## config.mk

```make
export PLATFORM = sky130hd
export DESIGN_NAME = cfgmem_twi_target
export DESIGN_NICKNAME = d
export VERILOG_FILES = /design/src/rtl/cfgmem_pkg.sv /design/src/rtl/twi_line_sampler.sv /design/src/rtl/cfgmem_array.sv /design/src/rtl/twi_target_fsm.sv /design/src/rtl/cfgmem_twi_target.sv
export SDC_FILE = /design/constraint.sdc
export NUM_CORES = 2
export LEC_CHECK = 0
export CAP_MARGIN = 20
export CELL_PAD_IN_SITES_DETAIL_PLACEMENT = 1
export CELL_PAD_IN_SITES_GLOBAL_PLACEMENT = 1
export CORE_AREA = 2 2 579 581
export CTS_CLUSTER_DIAMETER = 150
export DETAILED_ROUTE_END_ITERATION = 10
export DIE_AREA = 0 0 581 583
export MAX_ROUTING_LAYER = met4
export PLACE_DENSITY = 0.5
export SLEW_MARGIN = 25
export SYNTH_ARGS = -nofsm -noshare
export SYNTH_HDL_FRONTEND = slang
export SYNTH_SLANG_ARGS = --single-unit
```

## constraint.sdc

```tcl
create_clock -name clk -period 7.6 [get_ports clk]
set_input_delay 1.14 -clock clk [delete_from_list [all_inputs] [get_ports clk]]
set_output_delay 1.14 -clock clk [all_outputs]
set_load 0.05 [all_outputs]
```

## src/rtl/cfgmem_pkg.sv

```systemverilog
package cfgmem_pkg;
  localparam int BYTE_W = 8;
  localparam int BITCNT_W = 4;

  typedef enum logic [3:0] {
    ST_IDLE,
    ST_SEL,
    ST_ACK_SEL,
    ST_ADDR,
    ST_ACK_ADDR,
    ST_WDATA,
    ST_ACK_WDATA,
    ST_RDATA,
    ST_RACK
  } twi_state_e;
endpackage

```

## src/rtl/twi_line_sampler.sv

```systemverilog
module twi_line_sampler #(
  parameter int SYNC_STAGES = 2
) (
  input  logic clk,
  input  logic rst,
  input  logic scl_i,
  input  logic sda_i,
  output logic scl_o,
  output logic sda_o,
  output logic scl_rise_o,
  output logic scl_fall_o,
  output logic start_o,
  output logic stop_o
);
  localparam int MSB = SYNC_STAGES - 1;

  logic [MSB:0] scl_sync, sda_sync;
  logic         scl_p, sda_p;

  // The bus idles high, so every stage resets high.
  always_ff @(posedge clk) begin
    if (rst) begin
      scl_sync <= '1;
      sda_sync <= '1;
      scl_p    <= 1'b1;
      sda_p    <= 1'b1;
    end else begin
      scl_sync <= {scl_sync[MSB-1:0], scl_i};
      sda_sync <= {sda_sync[MSB-1:0], sda_i};
      scl_p    <= scl_sync[MSB];
      sda_p    <= sda_sync[MSB];
    end
  end

  assign scl_o      = scl_sync[MSB];
  assign sda_o      = sda_sync[MSB];
  assign scl_rise_o = scl_sync[MSB] & ~scl_p;
  assign scl_fall_o = ~scl_sync[MSB] & scl_p;
  assign start_o    = scl_sync[MSB] & scl_p & sda_p & ~sda_sync[MSB];
  assign stop_o     = scl_sync[MSB] & scl_p & ~sda_p & sda_sync[MSB];
endmodule

```

## src/rtl/cfgmem_array.sv

```systemverilog
module cfgmem_array #(
  parameter int ADDR_W = 8,
  parameter int DATA_W = 8
) (
  input  logic              clk,
  input  logic              we_i,
  input  logic [ADDR_W-1:0] waddr_i,
  input  logic [DATA_W-1:0] wdata_i,
  input  logic [ADDR_W-1:0] raddr_i,
  output logic [DATA_W-1:0] rdata_o
);
  localparam int DEPTH = 1 << ADDR_W;

  logic [DATA_W-1:0] mem [DEPTH];

  // Single write port and registered read: maps onto a block RAM.
  always_ff @(posedge clk) begin
    if (we_i) mem[waddr_i] <= wdata_i;
    rdata_o <= mem[raddr_i];
  end
endmodule

```

## src/rtl/twi_target_fsm.sv

```systemverilog
module twi_target_fsm
  import cfgmem_pkg::*;
#(
  parameter int         ADDR_W    = 8,
  parameter logic [3:0] MEM_CODE  = 4'b1010,
  parameter logic [3:0] PROT_CODE = 4'b0110
) (
  input  logic              clk,
  input  logic              rst,
  input  logic              scl_i,
  input  logic              sda_i,
  input  logic              scl_rise_i,
  input  logic              scl_fall_i,
  input  logic              start_i,
  input  logic              stop_i,
  input  logic [2:0]        strap_i,
  input  logic              wr_allow_i,
  input  logic [BYTE_W-1:0] rd_data_i,
  output logic              sda_oe_o,
  output logic              mem_we_o,
  output logic [ADDR_W-1:0] mem_waddr_o,
  output logic [BYTE_W-1:0] mem_wdata_o,
  output logic [ADDR_W-1:0] ptr_o,
  output logic              prot_sel_o,
  output logic              prot_rw_o
);
  twi_state_e          state_q;
  logic [BITCNT_W-1:0] cnt_q;
  logic [BYTE_W-1:0]   rx_q, tx_q;
  logic [ADDR_W-1:0]   ptr_q;
  logic                rd_mode_q, host_ack_q;

  logic rx_state, byte_done, strap_hit, is_mem, is_prot;

  assign rx_state  = (state_q == ST_SEL) || (state_q == ST_ADDR) || (state_q == ST_WDATA);
  assign byte_done = scl_fall_i && (cnt_q == BITCNT_W'(BYTE_W));
  assign strap_hit = (rx_q[3:1] == strap_i);
  assign is_mem    = (rx_q[7:4] == MEM_CODE) && strap_hit;
  assign is_prot   = (rx_q[7:4] == PROT_CODE) && strap_hit;

  always_ff @(posedge clk) begin
    if (rst) begin
      state_q     <= ST_IDLE;
      cnt_q       <= '0;
      rx_q        <= '0;
      tx_q        <= '0;
      ptr_q       <= '0;
      rd_mode_q   <= 1'b0;
      host_ack_q  <= 1'b0;
      sda_oe_o    <= 1'b0;
      mem_we_o    <= 1'b0;
      mem_waddr_o <= '0;
      mem_wdata_o <= '0;
      prot_sel_o  <= 1'b0;
      prot_rw_o   <= 1'b0;
    end else begin
      mem_we_o   <= 1'b0;
      prot_sel_o <= 1'b0;
      if (start_i) begin
        state_q  <= ST_SEL;
        cnt_q    <= '0;
        sda_oe_o <= 1'b0;
      end else if (stop_i) begin
        state_q  <= ST_IDLE;
        sda_oe_o <= 1'b0;
      end else begin
        if (rx_state && scl_rise_i && (cnt_q < BITCNT_W'(BYTE_W))) begin
          rx_q  <= {rx_q[BYTE_W-2:0], sda_i};
          cnt_q <= cnt_q + BITCNT_W'(1);
        end
        case (state_q)
          ST_SEL: begin
            if (byte_done) begin
              cnt_q <= '0;
              if (is_mem) begin
                sda_oe_o  <= 1'b1;
                rd_mode_q <= rx_q[0];
                state_q   <= ST_ACK_SEL;
              end else begin
                if (is_prot) begin
                  prot_sel_o <= 1'b1;
                  prot_rw_o  <= rx_q[0];
                end
                state_q <= ST_IDLE;
              end
            end
          end
          ST_ADDR: begin
            if (byte_done) begin
              cnt_q    <= '0;
              ptr_q    <= ADDR_W'(rx_q);
              sda_oe_o <= 1'b1;
              state_q  <= ST_ACK_ADDR;
            end
          end
          ST_WDATA: begin
            if (byte_done) begin
              cnt_q       <= '0;
              mem_we_o    <= wr_allow_i;
              mem_waddr_o <= ptr_q;
              mem_wdata_o <= rx_q;
              ptr_q       <= ptr_q + ADDR_W'(1);
              sda_oe_o    <= 1'b1;
              state_q     <= ST_ACK_WDATA;
            end
          end
          ST_ACK_SEL: begin
            if (scl_fall_i) begin
              if (rd_mode_q) begin
                tx_q     <= rd_data_i;
                sda_oe_o <= ~rd_data_i[BYTE_W-1];
                ptr_q    <= ptr_q + ADDR_W'(1);
                cnt_q    <= BITCNT_W'(1);
                state_q  <= ST_RDATA;
              end else begin
                sda_oe_o <= 1'b0;
                state_q  <= ST_ADDR;
              end
            end
          end
          ST_ACK_ADDR, ST_ACK_WDATA: begin
            if (scl_fall_i) begin
              sda_oe_o <= 1'b0;
              state_q  <= ST_WDATA;
            end
          end
          ST_RDATA: begin
            if (scl_fall_i) begin
              if (cnt_q == BITCNT_W'(BYTE_W)) begin
                sda_oe_o <= 1'b0;
                state_q  <= ST_RACK;
              end else begin
                sda_oe_o <= ~tx_q[BYTE_W-2];
                tx_q     <= {tx_q[BYTE_W-2:0], 1'b0};
                cnt_q    <= cnt_q + BITCNT_W'(1);
              end
            end
          end
          ST_RACK: begin
            if (scl_rise_i) host_ack_q <= ~sda_i;
            if (scl_fall_i) begin
              if (host_ack_q) begin
                tx_q     <= rd_data_i;
                sda_oe_o <= ~rd_data_i[BYTE_W-1];
                ptr_q    <= ptr_q + ADDR_W'(1);
                cnt_q    <= BITCNT_W'(1);
                state_q  <= ST_RDATA;
              end else begin
                state_q <= ST_IDLE;
              end
            end
          end
          default: ;
        endcase
      end
    end
  end

  assign ptr_o = ptr_q;


  drive_low_phase_chk: assert property (@(posedge clk) disable iff (rst)
    $rose(sda_oe_o) |-> !scl_i);


  stop_release_chk: assert property (@(posedge clk) disable iff (rst)
    stop_i |=> (!sda_oe_o && state_q == ST_IDLE));


  idle_quiet_chk: assert property (@(posedge clk) disable iff (rst)
    (state_q == ST_IDLE) |-> !sda_oe_o);


  write_with_ack_chk: assert property (@(posedge clk) disable iff (rst)
    mem_we_o |-> (state_q == ST_ACK_WDATA && sda_oe_o));


  prot_single_pulse_chk: assert property (@(posedge clk) disable iff (rst)
    prot_sel_o |=> !prot_sel_o);
endmodule

```

## src/rtl/cfgmem_twi_target.sv

```systemverilog
module cfgmem_twi_target #(
  parameter int         ADDR_W      = 8,
  parameter int         SYNC_STAGES = 2,
  parameter logic [3:0] MEM_CODE    = 4'b1010,
  parameter logic [3:0] PROT_CODE   = 4'b0110
) (
  input  logic              clk,
  input  logic              rst,
  input  logic              scl_i,
  input  logic              sda_i,
  input  logic [2:0]        strap_i,
  input  logic              wr_allow_i,
  output logic              sda_oe_o,
  output logic [ADDR_W-1:0] ptr_o,
  output logic              prot_sel_o,
  output logic              prot_rw_o
);
  import cfgmem_pkg::*;

  logic scl_s, sda_s, scl_rise, scl_fall, start_ev, stop_ev;
  logic                mem_we;
  logic [ADDR_W-1:0]   mem_waddr;
  logic [BYTE_W-1:0]   mem_wdata, mem_rdata;

  twi_line_sampler #(.SYNC_STAGES(SYNC_STAGES)) u_sampler (
    .clk        (clk),
    .rst        (rst),
    .scl_i      (scl_i),
    .sda_i      (sda_i),
    .scl_o      (scl_s),
    .sda_o      (sda_s),
    .scl_rise_o (scl_rise),
    .scl_fall_o (scl_fall),
    .start_o    (start_ev),
    .stop_o     (stop_ev)
  );

  twi_target_fsm #(
    .ADDR_W    (ADDR_W),
    .MEM_CODE  (MEM_CODE),
    .PROT_CODE (PROT_CODE)
  ) u_fsm (
    .clk         (clk),
    .rst         (rst),
    .scl_i       (scl_s),
    .sda_i       (sda_s),
    .scl_rise_i  (scl_rise),
    .scl_fall_i  (scl_fall),
    .start_i     (start_ev),
    .stop_i      (stop_ev),
    .strap_i     (strap_i),
    .wr_allow_i  (wr_allow_i),
    .rd_data_i   (mem_rdata),
    .sda_oe_o    (sda_oe_o),
    .mem_we_o    (mem_we),
    .mem_waddr_o (mem_waddr),
    .mem_wdata_o (mem_wdata),
    .ptr_o       (ptr_o),
    .prot_sel_o  (prot_sel_o),
    .prot_rw_o   (prot_rw_o)
  );

  cfgmem_array #(.ADDR_W(ADDR_W), .DATA_W(BYTE_W)) u_array (
    .clk     (clk),
    .we_i    (mem_we),
    .waddr_i (mem_waddr),
    .wdata_i (mem_wdata),
    .raddr_i (ptr_o),
    .rdata_o (mem_rdata)
  );
endmodule

```

## Word level (Yosys, flattened, before mapping)

Memories as Yosys holds them, arrays and structs flattened. A register that Yosys moved wholly into a read port is not among the register bits.
Cells that the tools add are included.

- Output and inout port bits: 11
- Word-level logic and storage cells: 154
- RAM bits: 2048
- Memories: 1
- Latch bits: 0
- Memory bits (read-only): 0
- Register bits: 59
- Bits of input ports: 8

- Shift-type cells: 0
- Bitwise gates (word level): 19
- Order comparisons: 1
- Multiply operators: 0
- Mux-type cells: 51
- Div/mod/pow operators: 0
- Reduce and logical (&&, ||, !) cells: 29
- Equality and inequality tests: 33
- Add/sub/neg operators: 2

Memory list:

| memory | words | bits a word | read ports | clocked after memory_dff | wr ports | RTL line | RTL |
|---|---|---|---|---|---|---|---|
| u_array.mem | 256 | 8 | 1 | 1 | 1 | cfgmem_array.sv:14 | `logic [DATA_W-1:0] mem [DEPTH];` |

Operator list:

| cell | count |
|---|---|
| $mux 4 | 16 |
| $mux 8 | 6 |
| $reduce_and 9->1 | 5 |
| $mux 7 | 6 |
| $ne 4x3->1 const B | 8 |
| $pmux 8 s4 | 1 |
| $pmux 4 s7 | 1 |
| $ne 2x1->1 const B | 12 |
| $pmux 7 s3 | 1 |
| $eq 4x3->1 const B | 5 |
| $pmux 4 s4 | 1 |
| $mux 1 | 15 |
| $eq 4x4->1 const B | 3 |
| $not 1->1 | 12 |
| $reduce_bool 9->1 | 1 |
| $add 8x1->8 const B | 1 |
| $eq 4x2->1 const B | 2 |
| $reduce_and 4->1 | 2 |
| $and 1x1->1 | 7 |
| $reduce_bool 7->1 | 1 |
| $mux 3 | 2 |
| $pmux 1 s6 | 1 |
| $reduce_and 6->1 | 1 |
| $reduce_bool 6->1 | 1 |
| other kinds (16) | 24 |

## Logic depth before layout (Yosys ltp)

- Depth after elaboration: 9
- Gate-level depth with buffers: 12
- Mapped depth without buffers: 9

## Hierarchy

From an unflattened synthesis, not the netlist that was laid out.

- Cells, all modules: 4118
- Area total of the unflattened synthesis: 82676.8 um^2

Modules (own cells, without submodules):

| module | area an instance (um^2) | cells each | instances | sequential area each (um^2) |
|---|---|---|---|---|
| cfgmem_array | 79556.3 | 3733 | 1 | 61659.1 |
| twi_target_fsm | 2930.3 | 369 | 1 | 1061.0 |
| twi_line_sampler | 190.2 | 16 | 1 | 120.1 |

## Worst setup path before layout

Ideal clock, no wire load.

- Path type: register -> register
- Start point: register u_fsm.mem_wdata_o[0]
- End point: memory u_array.mem[0][0], data pin
- Period minus slack after synthesis: 4.253 ns
- Setup time: 0.856 ns
- Cell stages (with the launch flop): 1
- Data arrival time: 3.397 ns
- Path buffers: 0
- Data required time: 6.744 ns
- Setup slack: 3.347 ns
- Cells stage by stage: dfxtp_1

RTL lines:

| what | RTL line | RTL |
|---|---|---|
| start, declared | twi_target_fsm.sv:22 | `output logic [BYTE_W-1:0] mem_wdata_o,` |
| start signal, assigned | twi_target_fsm.sv:101 | `mem_wdata_o <= rx_q;` |
| end, declared | cfgmem_array.sv:14 |  |

No word-level cell before the write port.

==> results.toml <==
[clock_network]
cts_hold_buffers = 0
clock_transition_at_path_regs_ps = 60
tritoncts_clock_tree = "done"
numClockSinks = 2115
postCtsSetupBuffers = 0
cts_buffers = 225
ctsLongestPathBuffers = 3
post_cts_resized = 0
cts_max_level = 4
cell_chosen_for_the_clock_root = "clkbuf_16"
insertion_delay_ps = 870

[sta]
max_freq_mhz = 205
clock-skew-final_ps = 69.1
setup_viol_count_final = 0
unrepaired_setup_endpoints_after_global_routing = "false"
finalMaxSlewViolations = 0
layout_worst_path_cycle_share = 0.642
fin_crit_ps = 4880
fin_setup_tns_ps = 0
worst_pin_slew_ps = 1150
max-slew-margin-rel = 0.230
hold_viol_final = 0

[detailed_routing]
remaining_drc_errors = 0
postRouteWirelength_um = 264000
wl_per_cell_um = 29.9
drt_pass1_iterations = 6
drt-vias-per-instance = 4.81
drtAntennaViolNets = 0
vias_after_detailed_routing = 42500
drtIter0Drc = 4327

[place]
dp_hpwl_um = 156000
port_buffers = 18
routabilityCongestion = 0.798
dpl_cell_area_um2 = 88100

[worst_setup_path]
critical_path.max_fanout = 81
worst_ep_required_time_ps = 8330
critical_path.endpoint_type = "register"
setup.worst_path.class = "reg -> reg"
critical_path_arrival_ps = 5620
setup.worst_path.start_class = "register"

[logic_synthesis]
synth-warning-count = 0
syn-mean-instance-area_um2 = 19.9
ys_async_sr_fraction = 0
synth.distinct_cells = 77
synthesis.nets = 4177
postSynthRegisterBits = 2115
synth.yosys.seq_area_share = 0.758
synth_area_um2 = 82900
synth_edf_count = 2048
ys_dominant_reg_cell = "edfxtp_1"
postSynthCellCount = 4166

[worst_hold_path]
timing.hold.worst.class = "reg -> reg"

[floorplanning]
die_area_um2 = 339000
coreArea_um2 = 332000
initial_utilization = 0.249
num_rows = 212
dieHeight_um = 583
dieWidth_um = 581
ios = 19

[final_layout]
commonest_non_fill_non_tap_cell_in_the_layout = "edfxtp_1"
layout.cells.most_common_list = "2048 x edfxtp_1, 444 x mux4_2, 346 x nor2_1"
layout-area-overhead-vs-synth_pct = 14.8
design.final.nets = 4267
nFillCells = 34000
final_design_area_no_fill_um2 = 95100
final_layout_size_suffix_gt1_frac = 0.205

[global_route]
grt_antenna_before_repair = 18
number_of_global_route_vias_before_repair = 44100
grt_pass1_wl_um = 367000
grt_start_max_net_pins = 182
groute.usage.overall = 0.158
globalRouteOverflowTotal = 0

[power_and_ir_drop]
leakagePower_nw = 28.0
cellPowerDensity_nw_per_um2 = 244
vdd_drop_max_uv = 185

[job]
cap_viol_max_count = 0

[status]
outcome = "finished, final reports clean"
[sequential cells by signal (all words and copies together), names as in the netlist, 2 cells and up]
register	cells
u_fsm.cnt_q	4
u_array.mem	2048
u_fsm.state_q	4
u_sampler.sda_sync	2
u_fsm.tx_q	7
u_fsm.ptr_o	8
u_fsm.mem_waddr_o	8
u_sampler.scl_sync	2
u_fsm.rx_q	8
u_fsm.mem_wdata_o	8
u_array.rdata_o	8
[per-stage QoR]
| stage | util | setup slack [ps] | instances | hold WS [ps] | power (W) |
|---|---|---|---|---|---|
| after global placement | 0.265 | 2440 | 8412 | 400 | 0.0129 |
| after global routing | 0.286 | 2600 | 8836 | 442 | 0.0238 |
| final | 0.286 | 2720 | 8836 | 419 | 0.0232 |
| after floorplan | - | 3350 | 4166 | 389 | 0.0129 |
| after detailed placement | 0.265 | 2780 | 8414 | 406 | 0.0129 |
| after CTS | 0.286 | 2750 | 8832 | 425 | 0.0234 |
[where the power goes]
group / total, W / leakage, nW / switching [W] / internal (W)
clock network: 0.0105 / 3.38 / 0.00465 / 0.00587
logic: 0.0000908 / 5.10 / 0.0000570 / 0.0000338
registers: 0.0126 / 19.5 / 0.0000100 / 0.0126
[cell families (layout without fill, tap and decap cells)]
family	Yosys count	in the layout	share of synthesized area
flip-flops	2115	2115	0.758
multiplexers	696	696	0.151
AND/OR/NAND/NOR	633	633	0.0328
AO/OA/AOI/OAI	447	447	0.0373
buffers and inverters	267	548	0.0196
XOR/XNOR	5	5	0.000528
adder cells (fa/ha/maj)	3	3	0.000453
other	0	2	0
[layer usage]
metal / vias to the layer above / track usage / part of all wire
met4: 0 / 0.0364 / 0.023
li1: 17400 / - / -
met1: 23500 / 0.213 / 0.44
met3: 304 / 0.0223 / 0.054
met2: 1326 / 0.251 / 0.48
met5: - / - / 0
[critical path, cell delays in order (launching register included)]
cell       delay (ps)
dfxtp_4           780
buf_12            460
buf_4             550
mux4_2            580
mux2i_1           320
o21ai_0           150
a2111oi_0         970
a41oi_1           250
nand4_1           240
o2bb2ai_1         100
[path summary, 6_finish.rpt]
| path | startpoint | endpoint | slack, ps | cells after the start |
|---|---|---|---|---|
| min | u_sampler.scl_sync[0] | u_sampler.scl_sync[1] | 420 | 1 |
| max | u_fsm.ptr_o[0] | u_array.rdata_o[5] | 2720 | 9 |
| max reg2reg | u_fsm.ptr_o[0] | u_array.rdata_o[5] | 2720 | 9 |
| min reg2reg | u_sampler.scl_sync[0] | u_sampler.scl_sync[1] | 420 | 1 |
[cells in the mapped netlist, types with 7 or more instances]
library cell | number | share of area
nor2_1 | 354 | 0.016
edfxtp_1 | 2048 | 0.74
a31oi_1 | 17 | 0.0013
mux4_2 | 444 | 0.12
a221oi_1 | 32 | 0.0034
a22o_1 | 15 | 0.0016
buf_2 | 69 | 0.0042
buf_8 | 9 | 0.0016
and2_1 | 9 | 0.00068
nand2_1 | 125 | 0.0057
inv_1 | 7 | 0.00032
nand3b_1 | 7 | 0.00063
nand4_1 | 8 | 0.00060
nor3_1 | 17 | 0.0010
a21oi_1 | 94 | 0.0057
o21ai_0 | 49 | 0.0030
dfxtp_1 | 67 | 0.016
nand2b_1 | 14 | 0.0011
o211ai_1 | 7 | 0.00063
mux2_2 | 17 | 0.0023
nand3_1 | 42 | 0.0025
o22ai_1 | 40 | 0.0030
nor2b_1 | 20 | 0.0015
o221ai_1 | 13 | 0.0014
buf_6 | 36 | 0.0049
buf_4 | 26 | 0.0024
a22oi_1 | 73 | 0.0066
mux2i_1 | 235 | 0.028
or2_2 | 8 | 0.00060
and3_1 | 7 | 0.00053
a211oi_1 | 29 | 0.0026
clkbuf_1 | 108 | 0.0049
[final cells by class]
class / instances / area, µm² / area share
sequential: 2115 / 62900 / 0.661
multi-input combinational: 1784 / 18600 / 0.195
clock buffer: 299 / 5960 / 0.0627
tap: 4387 / 5490 / 0.0577
timing repair buffer: 121 / 1200 / 0.0127
clock inverter: 119 / 977 / 0.0103
inverter: 9 / 33.8 / 0.000355
antenna: 2 / 5.00 / 0.0000526
Power figures use the tool's default switching activity.
